[src/rtl/ptw_pkg.sv]
package ptw_pkg;
  typedef enum logic [1:0] {ACC_READ = 2'd0, ACC_WRITE = 2'd1, ACC_FETCH = 2'd2} acc_e;
  typedef enum logic [1:0] {PRV_USER = 2'd0, PRV_SUP = 2'd1, PRV_SUP_OVR = 2'd2} prv_e;
  typedef enum logic [2:0] {S_IDLE, S_RD_DIR, S_WB_DIR, S_RD_TBL, S_WB_TBL, S_DONE} st_e;
  // entry bit positions
  localparam int E_P  = 0;
  localparam int E_RW = 1;
  localparam int E_US = 2;
  localparam int E_A  = 5;
  localparam int E_D  = 6;
  localparam int E_PS = 7;
  // error code bit positions
  localparam int ER_PROT  = 0;
  localparam int ER_WR    = 1;
  localparam int ER_USR   = 2;
  localparam int ER_FETCH = 4;
  localparam int ERR_W    = 5;
endpackage

[src/rtl/ptw_rights_chk.sv]
module ptw_rights_chk
  import ptw_pkg::*;
(
  input  logic u_ok,
  input  logic w_ok,
  input  acc_e acc,
  input  prv_e prv,
  input  logic wp,
  input  logic smep,
  input  logic smap,
  output logic deny
);
  logic is_wr, is_fx, fx_block, wr_block;
  always_comb begin
    is_wr    = (acc == ACC_WRITE);
    is_fx    = (acc == ACC_FETCH);
    fx_block = smep && is_fx && u_ok;
    wr_block = wp && is_wr && !w_ok;
    case (prv)
      PRV_USER: deny = !u_ok || (is_wr && !w_ok);
      PRV_SUP:  deny = (smap && !is_fx && u_ok) || fx_block || wr_block;
      default:  deny = fx_block || wr_block;
    endcase
  end
endmodule

[src/rtl/ptw_fault_code.sv]
module ptw_fault_code
  import ptw_pkg::*;
(
  input  logic             prot,
  input  acc_e             acc,
  input  prv_e             prv,
  input  logic             smep,
  output logic [ERR_W-1:0] code
);
  always_comb begin
    code           = '0;
    code[ER_PROT]  = prot;
    code[ER_WR]    = (acc == ACC_WRITE);
    code[ER_USR]   = (prv == PRV_USER);
    code[ER_FETCH] = (acc == ACC_FETCH) && smep;
  end
endmodule

[src/rtl/ptw_entry_update.sv]
module ptw_entry_update
  import ptw_pkg::*;
#(
  parameter int ENT_W = 32
) (
  input  logic [ENT_W-1:0] ent_in,
  input  logic             set_dirty,
  output logic [ENT_W-1:0] ent_out,
  output logic             changed
);
  always_comb begin
    ent_out       = ent_in;
    ent_out[E_A]  = 1'b1;
    if (set_dirty) ent_out[E_D] = 1'b1;
    changed = (ent_out != ent_in);
  end
endmodule

[src/rtl/ptw_walker.sv]
module ptw_walker
  import ptw_pkg::*;
#(
  parameter int PG_SH = 12,
  parameter int IDX_W = 10
) (
  input  logic                      clk,
  input  logic                      rst,
  input  logic                      req_valid,
  output logic                      req_ready,
  input  logic [PG_SH+2*IDX_W-1:0]  req_va,
  input  logic [1:0]                req_acc,
  input  logic [1:0]                req_priv,
  input  logic                      pg_en,
  input  logic                      wp_en,
  input  logic [2*IDX_W-1:0]        dir_base,
  input  logic                      pse_en,
  input  logic                      smep_en,
  input  logic                      smap_en,
  input  logic [PG_SH+2*IDX_W-1:0]  a20_mask,
  output logic                      mem_req_valid,
  input  logic                      mem_req_ready,
  output logic                      mem_req_we,
  output logic [PG_SH+2*IDX_W-1:0]  mem_req_addr,
  output logic [PG_SH+2*IDX_W-1:0]  mem_req_wdata,
  input  logic                      mem_rsp_valid,
  input  logic [PG_SH+2*IDX_W-1:0]  mem_rsp_data,
  output logic                      res_valid,
  output logic                      res_fault,
  output logic [PG_SH+2*IDX_W-1:0]  res_pa,
  output logic                      res_big,
  output logic [2:0]                res_prot,
  output logic [ERR_W-1:0]          res_err,
  output logic [PG_SH+2*IDX_W-1:0]  cr2_out
);
  localparam int AW     = PG_SH + 2*IDX_W;
  localparam int BIG_SH = PG_SH + IDX_W;

  st_e           st;
  logic          wait_q, leaf_dir_q, pde_u_q, pde_w_q;
  logic          wp_q, pse_q, smep_q, smap_q;
  acc_e          acc_q;
  prv_e          prv_q;
  logic [AW-1:0] va_q, a20_q, rd_addr_q, tbl_addr_q, wb_q;

  logic          in_dir, big, leaf, r_u, r_w, deny, chg, wr_ok, flt;
  logic [AW-1:0] ent, upd, leaf_pa, tbl_addr;
  logic [ERR_W-1:0] err_c;

  assign ent      = mem_rsp_data;
  assign in_dir   = (st == S_RD_DIR);
  assign big      = in_dir && ent[E_PS] && pse_q;
  assign leaf     = !in_dir || big;
  assign r_u      = in_dir ? ent[E_US] : (ent[E_US] & pde_u_q);
  assign r_w      = in_dir ? ent[E_RW] : (ent[E_RW] & pde_w_q);
  assign flt      = !ent[E_P] || (leaf && deny);
  assign wr_ok    = upd[E_D] && ((prv_q == PRV_USER) ? r_w : (!wp_q || r_w));
  assign leaf_pa  = big ? {ent[AW-1:BIG_SH], va_q[BIG_SH-1:0]}
                        : {ent[AW-1:PG_SH], va_q[PG_SH-1:0]};
  assign tbl_addr = {ent[AW-1:PG_SH], va_q[BIG_SH-1:PG_SH], 2'b00} & a20_q;

  ptw_rights_chk u_chk (
    .u_ok(r_u), .w_ok(r_w), .acc(acc_q), .prv(prv_q),
    .wp(wp_q), .smep(smep_q), .smap(smap_q), .deny(deny)
  );
  ptw_fault_code u_code (
    .prot(ent[E_P]), .acc(acc_q), .prv(prv_q), .smep(smep_q), .code(err_c)
  );
  ptw_entry_update #(.ENT_W(AW)) u_upd (
    .ent_in(ent), .set_dirty(leaf && (acc_q == ACC_WRITE)),
    .ent_out(upd), .changed(chg)
  );

  assign req_ready     = (st == S_IDLE);
  assign mem_req_we    = (st == S_WB_DIR) || (st == S_WB_TBL);
  assign mem_req_valid = mem_req_we || (((st == S_RD_DIR) || (st == S_RD_TBL)) && !wait_q);
  assign mem_req_addr  = rd_addr_q;
  assign mem_req_wdata = wb_q;

  always_ff @(posedge clk) begin
    if (rst) begin
      st <= S_IDLE; wait_q <= 1'b0; leaf_dir_q <= 1'b0;
      pde_u_q <= 1'b0; pde_w_q <= 1'b0;
      wp_q <= 1'b0; pse_q <= 1'b0; smep_q <= 1'b0; smap_q <= 1'b0;
      acc_q <= ACC_READ; prv_q <= PRV_USER;
      va_q <= '0; a20_q <= '0; rd_addr_q <= '0; tbl_addr_q <= '0; wb_q <= '0;
      res_valid <= 1'b0; res_fault <= 1'b0; res_pa <= '0; res_big <= 1'b0;
      res_prot <= '0; res_err <= '0; cr2_out <= '0;
    end else begin
      res_valid <= 1'b0;
      case (st)
        S_IDLE: if (req_valid) begin
          va_q <= req_va; a20_q <= a20_mask;
          acc_q <= acc_e'(req_acc); prv_q <= prv_e'(req_priv);
          wp_q <= wp_en; pse_q <= pse_en; smep_q <= smep_en; smap_q <= smap_en;
          wait_q <= 1'b0;
          if (!pg_en) begin
            res_valid <= 1'b1; res_fault <= 1'b0; res_err <= '0;
            res_pa <= req_va & a20_mask; res_big <= 1'b0; res_prot <= 3'b111;
            st <= S_DONE;
          end else begin
            rd_addr_q <= {dir_base, req_va[AW-1:BIG_SH], 2'b00} & a20_mask;
            st <= S_RD_DIR;
          end
        end
        S_RD_DIR, S_RD_TBL: begin
          if (!wait_q && mem_req_ready) wait_q <= 1'b1;
          if (wait_q && mem_rsp_valid) begin
            wait_q <= 1'b0;
            if (flt) begin
              res_valid <= 1'b1; res_fault <= 1'b1; res_err <= err_c;
              res_pa <= '0; res_big <= 1'b0; res_prot <= '0;
              cr2_out <= va_q; st <= S_DONE;
            end else if (leaf) begin
              res_fault <= 1'b0; res_err <= '0; res_big <= big;
              res_pa <= leaf_pa & a20_q; res_prot <= {1'b1, wr_ok, 1'b1};
              leaf_dir_q <= 1'b1; wb_q <= upd;
              if (chg) st <= in_dir ? S_WB_DIR : S_WB_TBL;
              else begin res_valid <= 1'b1; st <= S_DONE; end
            end else begin
              pde_u_q <= ent[E_US]; pde_w_q <= ent[E_RW];
              tbl_addr_q <= tbl_addr; leaf_dir_q <= 1'b0; wb_q <= upd;
              if (chg) st <= S_WB_DIR;
              else begin rd_addr_q <= tbl_addr; st <= S_RD_TBL; end
            end
          end
        end
        S_WB_DIR: if (mem_req_ready) begin
          if (leaf_dir_q) begin res_valid <= 1'b1; st <= S_DONE; end
          else begin rd_addr_q <= tbl_addr_q; st <= S_RD_TBL; end
        end
        S_WB_TBL: if (mem_req_ready) begin res_valid <= 1'b1; st <= S_DONE; end
        default: st <= S_IDLE;
      endcase
    end
  end

  // memory handshake: request held steady until taken
  assert_hold_req_R13: assert property (@(posedge clk) disable iff (rst)
    mem_req_valid && !mem_req_ready |=> mem_req_valid && $stable(mem_req_addr) && $stable(mem_req_we));
  assert_busy_R13: assert property (@(posedge clk) disable iff (rst)
    mem_req_valid |-> !req_ready);
  assert_one_shot_R13: assert property (@(posedge clk) disable iff (rst)
    res_valid |=> !res_valid);
  assert_a20_addr_R2: assert property (@(posedge clk) disable iff (rst)
    mem_req_valid |-> ((mem_req_addr & ~a20_q) == '0));
  assert_wb_marks_R10: assert property (@(posedge clk) disable iff (rst)
    mem_req_valid && mem_req_we |-> mem_req_wdata[E_P] && mem_req_wdata[E_A]);
  assert_fault_addr_R11: assert property (@(posedge clk) disable iff (rst)
    res_valid && res_fault |-> cr2_out == va_q);
endmodule

[config.mk]
export PLATFORM = sky130hd
export DESIGN_NAME = ptw_walker
export DESIGN_NICKNAME = d
export VERILOG_FILES = /design/src/rtl/ptw_pkg.sv /design/src/rtl/ptw_rights_chk.sv /design/src/rtl/ptw_fault_code.sv /design/src/rtl/ptw_entry_update.sv /design/src/rtl/ptw_walker.sv
export SDC_FILE = /design/constraint.sdc
export NUM_CORES = 1
export LEC_CHECK = 0
export CAP_MARGIN = 10
export CORE_MARGIN = 1.5
export CORE_UTILIZATION = 55
export CTS_CLUSTER_SIZE = 28
export DETAILED_ROUTE_END_ITERATION = 16
export DONT_BUFFER_PORTS = 1
export GPL_ROUTABILITY_DRIVEN = 1
export HOLD_SLACK_MARGIN = 0.1
export PLACE_DENSITY = 0.73
export SLEW_MARGIN = 25
export SYNTH_ARGS = -nofsm -noshare
export SYNTH_HDL_FRONTEND = slang
export SYNTH_SLANG_ARGS = --single-unit
[constraint.sdc]
create_clock -name clk -period 2.3 [get_ports clk]
set_clock_uncertainty 0.1 [all_clocks]
set_input_delay 0.46 -clock clk [delete_from_list [all_inputs] [get_ports clk]]
set_output_delay 0.46 -clock clk [all_outputs]
set_load 0.01 [all_outputs]
==> summary.txt, run 1 <==
Outcome: finished with violations
Violated checks: hold timing
Final setup vio count: 0
Final Non-Filler Cells: 1688
Post-synthesis cell area: 10900 um2
Dpl cells: 1571
Endpoints failing hold: 77
RR Endpoint: mem_req_addr[19]
Area Overhead vs Synth: 21.1%
Fin crit share: 98.8%
Sequential area share after synthesis: 44.8%
Die Area: 20700 um2
CP Capture Type: primary output
Worst-Skew Late Latency: 0.53 ns
Via density: 6.20
Count of different cell masters after synthesis: 52
MaxCap Viol Count: 0
Critical path launch point type: register
Hold endpoint: va_q[23]
Core Box Area: 19500 um2
GPL Wtd Cong: 0.946
H-tree depth: 1
Total power: 10.4 mW
Cells taking the most area after synthesis: dfxtp_1, nand2_1, a21oi_1, nand3_1, a311oi_2
Min-delay src: rst
RR Startpoint: st[0]
RSZ-0062 raised after global routing: yes
Min cycle time layout: 2.27 ns
Port bufs: 0
Most instantiated cells after synthesis: nand2_1, dfxtp_1, a21oi_1, nand3_1, clkbuf_1
FMAX: 440 MHz
Synth Register Bits: 244
Number of flops mapped to enable cells by yosys: 0
CP Class: reg -> out
DR WL/cell: 22.0 um
Remaining DRCs: 0
Post-route ant nets: 0
DRT iter0 DRCs: 1276
Relative slew slack: 67.1%
Pin count of the biggest net entering global routing: 250
CTS root buffer: clkbuf_16
Async SR Flop Fraction: 0%
First-pass GRT wire length: 52700 um
Vias in the first global route: 9520
Clk sinks: 244
Worst path arrival time: 1.71 ns
Leakage: 4.62 nW
Layout cells sized above 1: 13.9%
Critical path data required time: 1.74 ns
DRT Pass-1 Iters: 8
Io pins: 272
PD cells: 790 nW/um2
Clk buf depth: 3
Top_reg_cell synth: dfxtp_1
CTS tree: yes
Final Net Count: 1534
Yosys warns: 0
Max Slew Vio Count: 0
Post-Route Setup TNS: 0 ns
CP max FO: 33
Via count: 10458
Peak VDD IR: 0.000718 V
Syn Area/Cell: 8.05 um2
Die Height: 144 um
WL final: 37100 um
DP Worst Slack: -0.0361 ns
Least-Margin Pin Slew: 0.490 ns
PnR worst setup slack: 0.0270 ns
Clk slew on worst S/H paths: 0.06 ns
Starting Density: 56.1%
Die W: 144 um
Grt ovf: 0
All-Layer GR Usage: 32.9%
Hold crit path type: in -> reg
Initial antenna violation count: 2
R2r setup slk: 0.05 ns
Min-Delay Path Depth: 1
Synth top area share: 44.8%
Largest area contributor in the netlist: dfxtp_1
Top-count cell post-synth: nand2_1
Site Rows: 51
Hold Slack: -0.0505 ns
DP HPWL: 24200 um
Fill cells: 1572
Worst R2R Path Depth: 8
Synth Instances: 1356
CTS buffer count: 26
==> layer usage <==
layer | routed length, um | GRT usage (%) | vias to the layer above
met3 | 4030 | 11.2 | 111
met1 | 13900 | 39.3 | 5012
met4 | 1470 | 13.1 | 2
met5 | 14 | 0 | -
met2 | 17600 | 54.3 | 517
li1 | - | - | 4816
==> area by class of cell <==
| type | count | area, um2 | area share (%) |
|---|---|---|---|
| multi-input cells | 991 | 5640 | 42.7 |
| inverters | 7 | 26.3 | 0.199 |
| repair buffers | 134 | 1490 | 11.3 |
| clock inverters | 9 | 72.6 | 0.549 |
| well taps | 265 | 332 | 2.51 |
| clock buffers | 37 | 753 | 5.70 |
| flip-flops and latches | 244 | 4890 | 37.1 |
| diodes | 1 | 2.50 | 0.0189 |
==> what timing repair did <==
item | 4_1_cts | 5_1_grt
cloned | 0 | 3
hold buffers | 19 | 44
resized for setup | 9 | 13
buffers inserted | 1 | 3
hold endpoints to repair | 185 | 170
setup endpoints to repair | 53 | 96
pin swaps | 2 | 4
==> cell usage in the layout, fill, tap and decap left out, types with 30 or more instances in the layout <==
cell type      Yosys  routed
clkbuf_16          0      30
mux2_2            30      30
buf_4              4      42
dfxtp_1          244     240
mux2i_1           42      42
nor2b_1           32      32
dlygate4sd3_1      0      63
or4_1             32      31
o21ai_0           45      44
nand2_1          301     300
nand3_1          138     138
a21oi_1          151     148
nor2_1            86      84
==> worst max-delay path, cell delays in order (launching register included) <==
cell,delay (ns)
dfxtp_2,0.39
nand2b_2,0.19
buf_6,0.33
o21bai_1,0.12
buf_4,0.16
==> kinds of logic (layout without fill, tap and decap cells) <==
| group | count (synthesis) | count (layout) | synth area share [%] |
|---|---|---|---|
| AOI/OAI and AO/OA | 294 | 294 | 17.8 |
| buffers and inverters | 123 | 187 | 4.74 |
| DFF | 244 | 244 | 44.8 |
| muxes | 72 | 72 | 6.95 |
| other | 1 | 4 | 0.0344 |
| and+or+nand+nor | 622 | 622 | 25.7 |
==> worst max-delay path by stage <==
stage / end / depth (start not counted) / slack (ns) / start
after floorplan: res_pa[10] / 6 / 0.14 / st[0]
after global placement: mem_req_addr[30] / 7 / 0.007 / st[0]
after detailed placement: mem_req_addr[25] / 7 / -0.04 / st[0]
after CTS: req_ready / 4 / -0.11 / st[0]
after global routing: tbl_addr_q[30] / 8 / -0.04 / st[0]
final: mem_req_valid / 4 / 0.03 / st[2]
==> stage by stage <==
step	util (%)	instance area, um2
CTS	64.7	12600
detailed placement	59.3	11500
floorplan	-	10900
finish	67.9	13200
global route	67.9	13200
global placement	59.3	11500
==> power by group <==
part / internal [mW] / total (mW) / switching [mW]
Clock: 2.38 / 4.08 / 1.70
Sequential: 4.44 / 4.69 / 0.247
Combinational: 0.715 / 1.68 / 0.961
Total: 7.53 / 10.4 / 2.91
==> registers in the layout (all words and copies together) (netlist names) <==
signal,cells
mem_req_wdata,32
prv_q,2
res_pa,32
a20_q,32
leaf_dir_q,1
res_big,1
res_prot,2
smep_q,1
pde_u_q,1
smap_q,1
va_q,32
pse_q,1
res_err,4
mem_req_addr,30
wp_q,1
wait_q,1
res_valid,1
pde_w_q,1
st,3
acc_q,2
cr2_out,32
tbl_addr_q,30
res_fault,1
Power figures use the tool's default switching activity.
==> inputs of run 2 (changes only) <==
--- a/config.mk
+++ b/config.mk
@@ -6,14 +6,16 @@
 export NUM_CORES = 1
 export LEC_CHECK = 0
 export CAP_MARGIN = 10
+export CELL_PAD_IN_SITES_DETAIL_PLACEMENT = 1
+export CELL_PAD_IN_SITES_GLOBAL_PLACEMENT = 1
 export CORE_MARGIN = 1.5
-export CORE_UTILIZATION = 55
+export CORE_UTILIZATION = 42
 export CTS_CLUSTER_SIZE = 28
 export DETAILED_ROUTE_END_ITERATION = 16
 export DONT_BUFFER_PORTS = 1
 export GPL_ROUTABILITY_DRIVEN = 1
 export HOLD_SLACK_MARGIN = 0.1
-export PLACE_DENSITY = 0.73
+export PLACE_DENSITY_LB_ADDON = 0.1
 export SLEW_MARGIN = 25
 export SYNTH_ARGS = -nofsm -noshare
 export SYNTH_HDL_FRONTEND = slang
==> run 2 against run 1 <==
The run ends with hold timing, setup timing left. Cell area up 9.1%. First-iteration DRC count is 42% lower. Power is 5.8% higher. Sequential power is essentially flat. Via count is 3.5% higher.
==> summary.txt, run 2 (synthesis results as in run 1) <==
RR Startpoint: st[0]
RSZ-0062 raised after global routing: yes
Min cycle time layout: 2.30 ns (+0.0285 ns)
Via count: 10823 (+3.5%)
CTS buffer count: 28 (+7.7%)
R2r setup slk: -0.002 ns (-0.05 ns)
Critical path launch point type: register
Outcome: finished with violations
Post-Route Setup TNS: -0.00251 ns (-0.00251 ns)
Hold Slack: -0.113 ns (-0.0624 ns)
CP Capture Type: primary output
Least-Margin Pin Slew: 0.826 ns (+0.336 ns)
Commonest non-fill, non-tap cell in the layout: nand2_1
Endpoints failing hold: 10 (-87%)
Final Util: 56.9% (-11 points)
Relative slew slack: 44.9% (-22 points)
Core Box Area: 25300 um2 (+30%)
CP max FO: 21 (-36%)
PD cells: 766 nW/um2 (-3.0%)
Hold endpoint: res_pa[1]
Initial antenna violation count: 1 (-1)
Worst-Skew Late Latency: 0.55 ns (+0.02 ns)
Final Net Count: 1627 (+6.1%)
Clk buf depth: 3 (unchanged)
PnR worst setup slack: -0.00152 ns (-0.0285 ns)
Post-route ant nets: 0 (unchanged)
H-tree depth: 1 (unchanged)
DP HPWL: 26900 um (+11%)
MaxCap Viol Count: 0 (unchanged)
CTS root buffer: clkbuf_16
Die Height: 164 um (+14%)
Grt ovf: 0 (unchanged)
Pin count of the biggest net entering global routing: 250 (unchanged)
Starting Density: 43.1% (-13 points)
Clk sinks: 244 (unchanged)
WL final: 44400 um (+20%)
Worst path arrival time: 1.74 ns (+0.03 ns)
DRT Pass-1 Iters: 4 (-4)
DRT iter0 DRCs: 740 (-42%)
DR WL/cell: 24.0 um (+9.3%)
Peak VDD IR: 0.000519 V (-28%)
First-pass GRT wire length: 63400 um (+20%)
Remaining DRCs: 0 (unchanged)
Min-delay src: rst
Leakage: 5.29 nW (+14%)
Clk slew on worst S/H paths: 0.07 ns (about the same)
Dpl cells: 1632 (+3.9%)
All-Layer GR Usage: 30.5% (-2.4 points)
Die W: 164 um (+14%)
Hold crit path type: in -> reg
CTS tree: yes
Final Non-Filler Cells: 1850 (+9.6%)
Worst R2R Path Depth: 9 (+1)
Via density: 5.85 (-5.6%)
Most frequent cells in the layout: nand2_1, dfxtp_1, a21oi_1
Area Overhead vs Synth: 32.0%
Layout cells sized above 1: 15.0% (+1.2 points)
Min-Delay Path Depth: 1 (unchanged)
Fin crit share: 100% (+1.2 points)
Vias in the first global route: 10978 (+15%)
Violated checks: hold timing, setup timing
Io pins: 272 (unchanged)
Die Area: 27000 um2 (+30%)
Site Rows: 58 (+14%)
GPL Wtd Cong: 0.865 (-8.6%)
CP Class: reg -> out
Critical path data required time: 1.74 ns (about the same)
RR Endpoint: mem_req_addr[21]
Max Slew Vio Count: 0 (unchanged)
Final setup vio count: 3 (+3)
Port bufs: 0 (unchanged)
FMAX: 434 MHz (-1.2%)
[run 2: cell count changes in the layout (fill, tap and decap cells not counted), sizes merged]
cell         delta
bufbuf          +1
clkbuf         +10
buf             +7
clkinv          -1
dlygate4sd3    +81
bufinv          -1
[run 2: cell type report]
cell class              count  area, um2
well taps                 330        413
clock buffers              45        845
fillers                  2997      10900
repair buffers            225       2420
diodes                      1       2.50
flip-flops and latches    244       4900
clock inverters             7       60.1
multi-input cells         991       5750
inverters                   7       26.3
[run 2: worst max-delay path by stage]
stage,startpoint,end,slack [ns],cells past startpoint
after floorplan,st[0],res_pa[10],0.14,6
after detailed placement,st[0],cr2_out[2],-0.03,8
after CTS,st[0],mem_req_valid,-0.04,5
after global routing,st[0],mem_req_addr[21],-0.06,9
final,st[2],mem_req_valid,-0.002,5
after global placement,st[0],res_pa[23],0.09,6
[run 2: critical path, stage by stage (launching register included)]
cell and delay (ns):
dfxtp_4 0.37, buf_12 0.16, nand2b_4 0.17, a21oi_2 0.18, o21bai_4 0.15, buf_4 0.14
[run 2: power by group]
group          internal, mW  switching, mW
clock                  2.52           1.88
sequential             4.44          0.249
combinational         0.874           1.09
total                  7.83           3.21
[run 2: through the flow]
step           worst slack (ns)  hold slack (ns)  area, um2  power [mW]
2_1_floorplan             0.144            0.331      10900        5.72
3_3_place_gp             0.0902            0.338      11600        6.22
3_5_place_dp            -0.0308            0.342      11600        6.26
4_1_cts                 -0.0414           -0.136      13700        10.8
5_1_grt                 -0.0617           -0.134      14400        11.4
6_report               -0.00152           -0.113      14400        11.0
[run 2: timing repair]
| action | in CTS | in global routing |
|---|---|---|
| endpoints found under the hold margin | 195 | 97 |
| gates resized for setup | 13 | 43 |
| hold buffers | 108 | 36 |
| gates cloned | 1 | 6 |
| buffers inserted | 5 | 11 |
| pin swaps | 2 | 8 |
| setup endpoints to repair | 52 | 114 |
[run 2: metal layers]
layer	up-vias	share of wire, %	global-route usage [%]
li1	5009	-	-
met1	5408	40	35.6
met3	72	7.1	7.95
met2	334	50	53.8
met5	-	0	0
met4	0	3.0	10.9
==> inputs of run 3 (changes only) <==
--- a/config.mk
+++ b/config.mk
@@ -5,11 +5,12 @@
 export SDC_FILE = /design/constraint.sdc
 export NUM_CORES = 1
 export LEC_CHECK = 0
+export ABC_AREA = 1
 export CAP_MARGIN = 10
 export CELL_PAD_IN_SITES_DETAIL_PLACEMENT = 1
 export CELL_PAD_IN_SITES_GLOBAL_PLACEMENT = 1
-export CORE_MARGIN = 1.5
-export CORE_UTILIZATION = 42
+export CORE_UTILIZATION = 40
+export CTS_CLUSTER_DIAMETER = 50
 export CTS_CLUSTER_SIZE = 28
 export DETAILED_ROUTE_END_ITERATION = 16
 export DONT_BUFFER_PORTS = 1
==> run 3 against run 2 <==
The flow now finishes without violations. Maximum frequency increased by 2.6%. Critical path depth unchanged. Register-to-register slack improved by 0.10 ns. Critical path type unchanged.
==> summary.txt, run 3 <==
Outcome: completed
Initial antenna violation count: 1 (unchanged)
Top-count cell post-synth: dfxtp_1
Grt ovf: 0 (unchanged)
CP max FO: 5 (-76%)
Io pins: 272 (unchanged)
Dpl cells: 1568 (-3.9%)
Area Overhead vs Synth: 27.4%
Synth top area share: 49.2% (+4.5 points)
Top_reg_cell synth: dfxtp_1
Switching part of the total: 40.9% (+12 points)
Most instantiated cells after synthesis: dfxtp_1, a21oi_1, nand2_1, o21ai_0, nor2_1
Clk buf depth: 3 (unchanged)
Relative slew slack: 63.8% (+19 points)
DR WL/cell: 23.5 um (-2.2%)
Least-Margin Pin Slew: 0.543 ns (-0.283 ns)
Fin crit share: 97.6% (-2.5 points)
WL final: 40700 um (-8.4%)
Commonest non-fill, non-tap cell in the layout: dfxtp_1
GPL Wtd Cong: 0.855 (-1.1%)
Most frequent cells in the layout: dfxtp_1, a21oi_1, nand2_1
Max Slew Vio Count: 0 (unchanged)
Critical path launch point type: register
Switch Pwr: 7.24 mW (+130%)
DRT iter0 DRCs: 636 (-14%)
Clk sinks: 244 (unchanged)
Yosys warns: 0 (unchanged)
Core Box Area: 24300 um2 (-4.0%)
FMAX: 446 MHz (+2.6%)
Internal: 10.4 mW (+33%)
M1 WL: 16600 um (-6.7%)
Final Net Count: 1514 (-6.9%)
CTS root buffer: clkbuf_16
Remaining DRCs: 0 (unchanged)
PD cells: 1400 nW/um2 (+83%)
CTS tree: yes
Vias in the first global route: 10442 (-4.9%)
Count of different cell masters after synthesis: 34 (-35%)
Synth Register Bits: 244 (unchanged)
Logic pwr share: 35.6% (+18 points)
Final Non-Filler Cells: 1732 (-6.4%)
Worst-Skew Late Latency: 0.56 ns (about the same)
DR top layer: met5
DP Worst Slack: 0.0419 ns (+0.0728 ns)
Layout cells sized above 1: 9.17% (-5.8 points)
Starting Density: 40.8% (-2.3 points)
CP Capture Type: primary output
H-tree depth: 1 (unchanged)
Leakage: 4.77 nW (-9.7%)
Sequential area share after synthesis: 49.2% (+4.5 points)
Largest area contributor in the netlist: dfxtp_1
Synth Instances: 1315 (-3.0%)
Die Area: 25400 um2 (-5.6%)
Hold crit path type: in -> reg
Met2 wire length: 19900 um (-10%)
Port bufs: 0 (unchanged)
PnR worst setup slack: 0.0559 ns (+0.0574 ns)
Post-synthesis cell area: 9920 um2 (-9.1%)
MaxCap Viol Count: 0 (unchanged)
Endpoints failing hold: 0 (-10)
Number of flops mapped to enable cells by yosys: 0 (unchanged)
Final Util: 52.0% (-4.9 points)
Worst path arrival time: 1.68 ns (-0.06 ns)
All-Layer GR Usage: 31.2% (+0.68 points)
Clk slew on worst S/H paths: 0.06 ns (about the same)
Die W: 159 um (-2.9%)
Via count: 9996 (-7.6%)
Final setup vio count: 0 (-3)
Clock Power Share: 28.1% (-12 points)
First-pass GRT wire length: 62000 um (-2.2%)
DP HPWL: 25500 um (-5.3%)
DRT Pass-1 Iters: 5 (+1)
Die Height: 159 um (-2.9%)
Cells taking the most area after synthesis: dfxtp_1, a21oi_1, o21ai_0, nand2_1, nor2_1
Via density: 5.77 (-1.3%)
Site Rows: 57 (-1.7%)
Peak VDD IR: 0.000750 V (+44%)
Async SR Flop Fraction: 0% (unchanged)
Critical path data required time: 1.74 ns (about the same)
Pin count of the biggest net entering global routing: 105 (-58%)
Min cycle time layout: 2.24 ns (-0.0574 ns)
CTS buffer count: 29 (+3.6%)
Seq pwr share: 36.3% (-6.2 points)
Routed met3 length: 3170 um (+0.38%)
Syn Area/Cell: 7.54 um2 (-6.2%)
CP Class: reg -> out
Post-route ant nets: 0 (unchanged)
## run 3: cell count changes in the layout (fill, tap and decap cells not counted), moves of 39 or more
cell,before,now
nand3_1,138,82
nor2_1,84,138
o21ai_0,44,146
mux2i_1,42,0
inv_1,6,45
nand2_1,300,168
dlygate4sd3_1,144,104
a21oi_1,147,225
## run 3: layer usage
layer	vias to the layer above	global-route usage, %
met5	-	0
met1	4919	37.8
met2	344	54.9
li1	4665	-
met3	66	7.35
met4	2	8.78
## run 3: what timing repair did
action                                  in CTS  in global routing
resized for setup                            6                 15
hold buffers                               105                  0
gates cloned                                 2                  1
hold endpoints to repair                   171                  0
buffers inserted                             1                  0
endpoints found under the setup margin       2                 89
## run 3: power groups by stage
stage / sequential, mW / clock [mW] / combinational (mW)
4_1_cts: 6.39 / 5.04 / 6.11
3_3_place_gp: 6.46 / 0 / 5.47
3_5_place_dp: 6.45 / 0 / 5.59
5_1_grt: 6.52 / 5.20 / 6.89
2_1_floorplan: 6.08 / 0 / 3.87
6_report: 6.42 / 4.97 / 6.29
## run 3: layout make-up
class	instances	area, um2
inverters	56	216
multi-input cells	911	4430
repair buffers	142	1650
clock buffers	33	771
flip-flops and latches	244	4890
fillers	2930	11700
well taps	324	405
diodes	1	2.50
clock inverters	21	274
## run 3: kinds of logic after synthesis
group | share of synthesized area [%]
flops | 49.2
compound gates | 25.5
simple gates | 18.1
buf+inv | 7.11
other cells | 0.0378
## run 3: worst max-delay path, cell delays in order (launching register included)
cell	delay [ns]
dfxtp_4	0.39
inv_2	0.08
nand2_4	0.16
buf_16	0.13
nor2_1	0.04
or2_2	0.33
## run 3: final timing paths
path	start	endpoint	slack (ns)	depth (start not counted)
max	st[2]	mem_req_valid	0.06	5
min	mem_rsp_valid	st[0]	0.13	3
max reg2reg	st[0]	res_pa[5]	0.10	11
min reg2reg	wp_q	wp_q	0.35	2
## run 3: through the flow
step                hold WS [ns]  instance area (um2)  TNS, ns  power, mW
floorplan                  0.330                 9930        0       9.95
global placement           0.338                10400        0       11.9
detailed placement         0.349                10400        0       12.0
CTS                        0.120                12600        0       17.5
global route               0.139                12600  -0.0144       18.6
finish                     0.132                12600        0       17.7
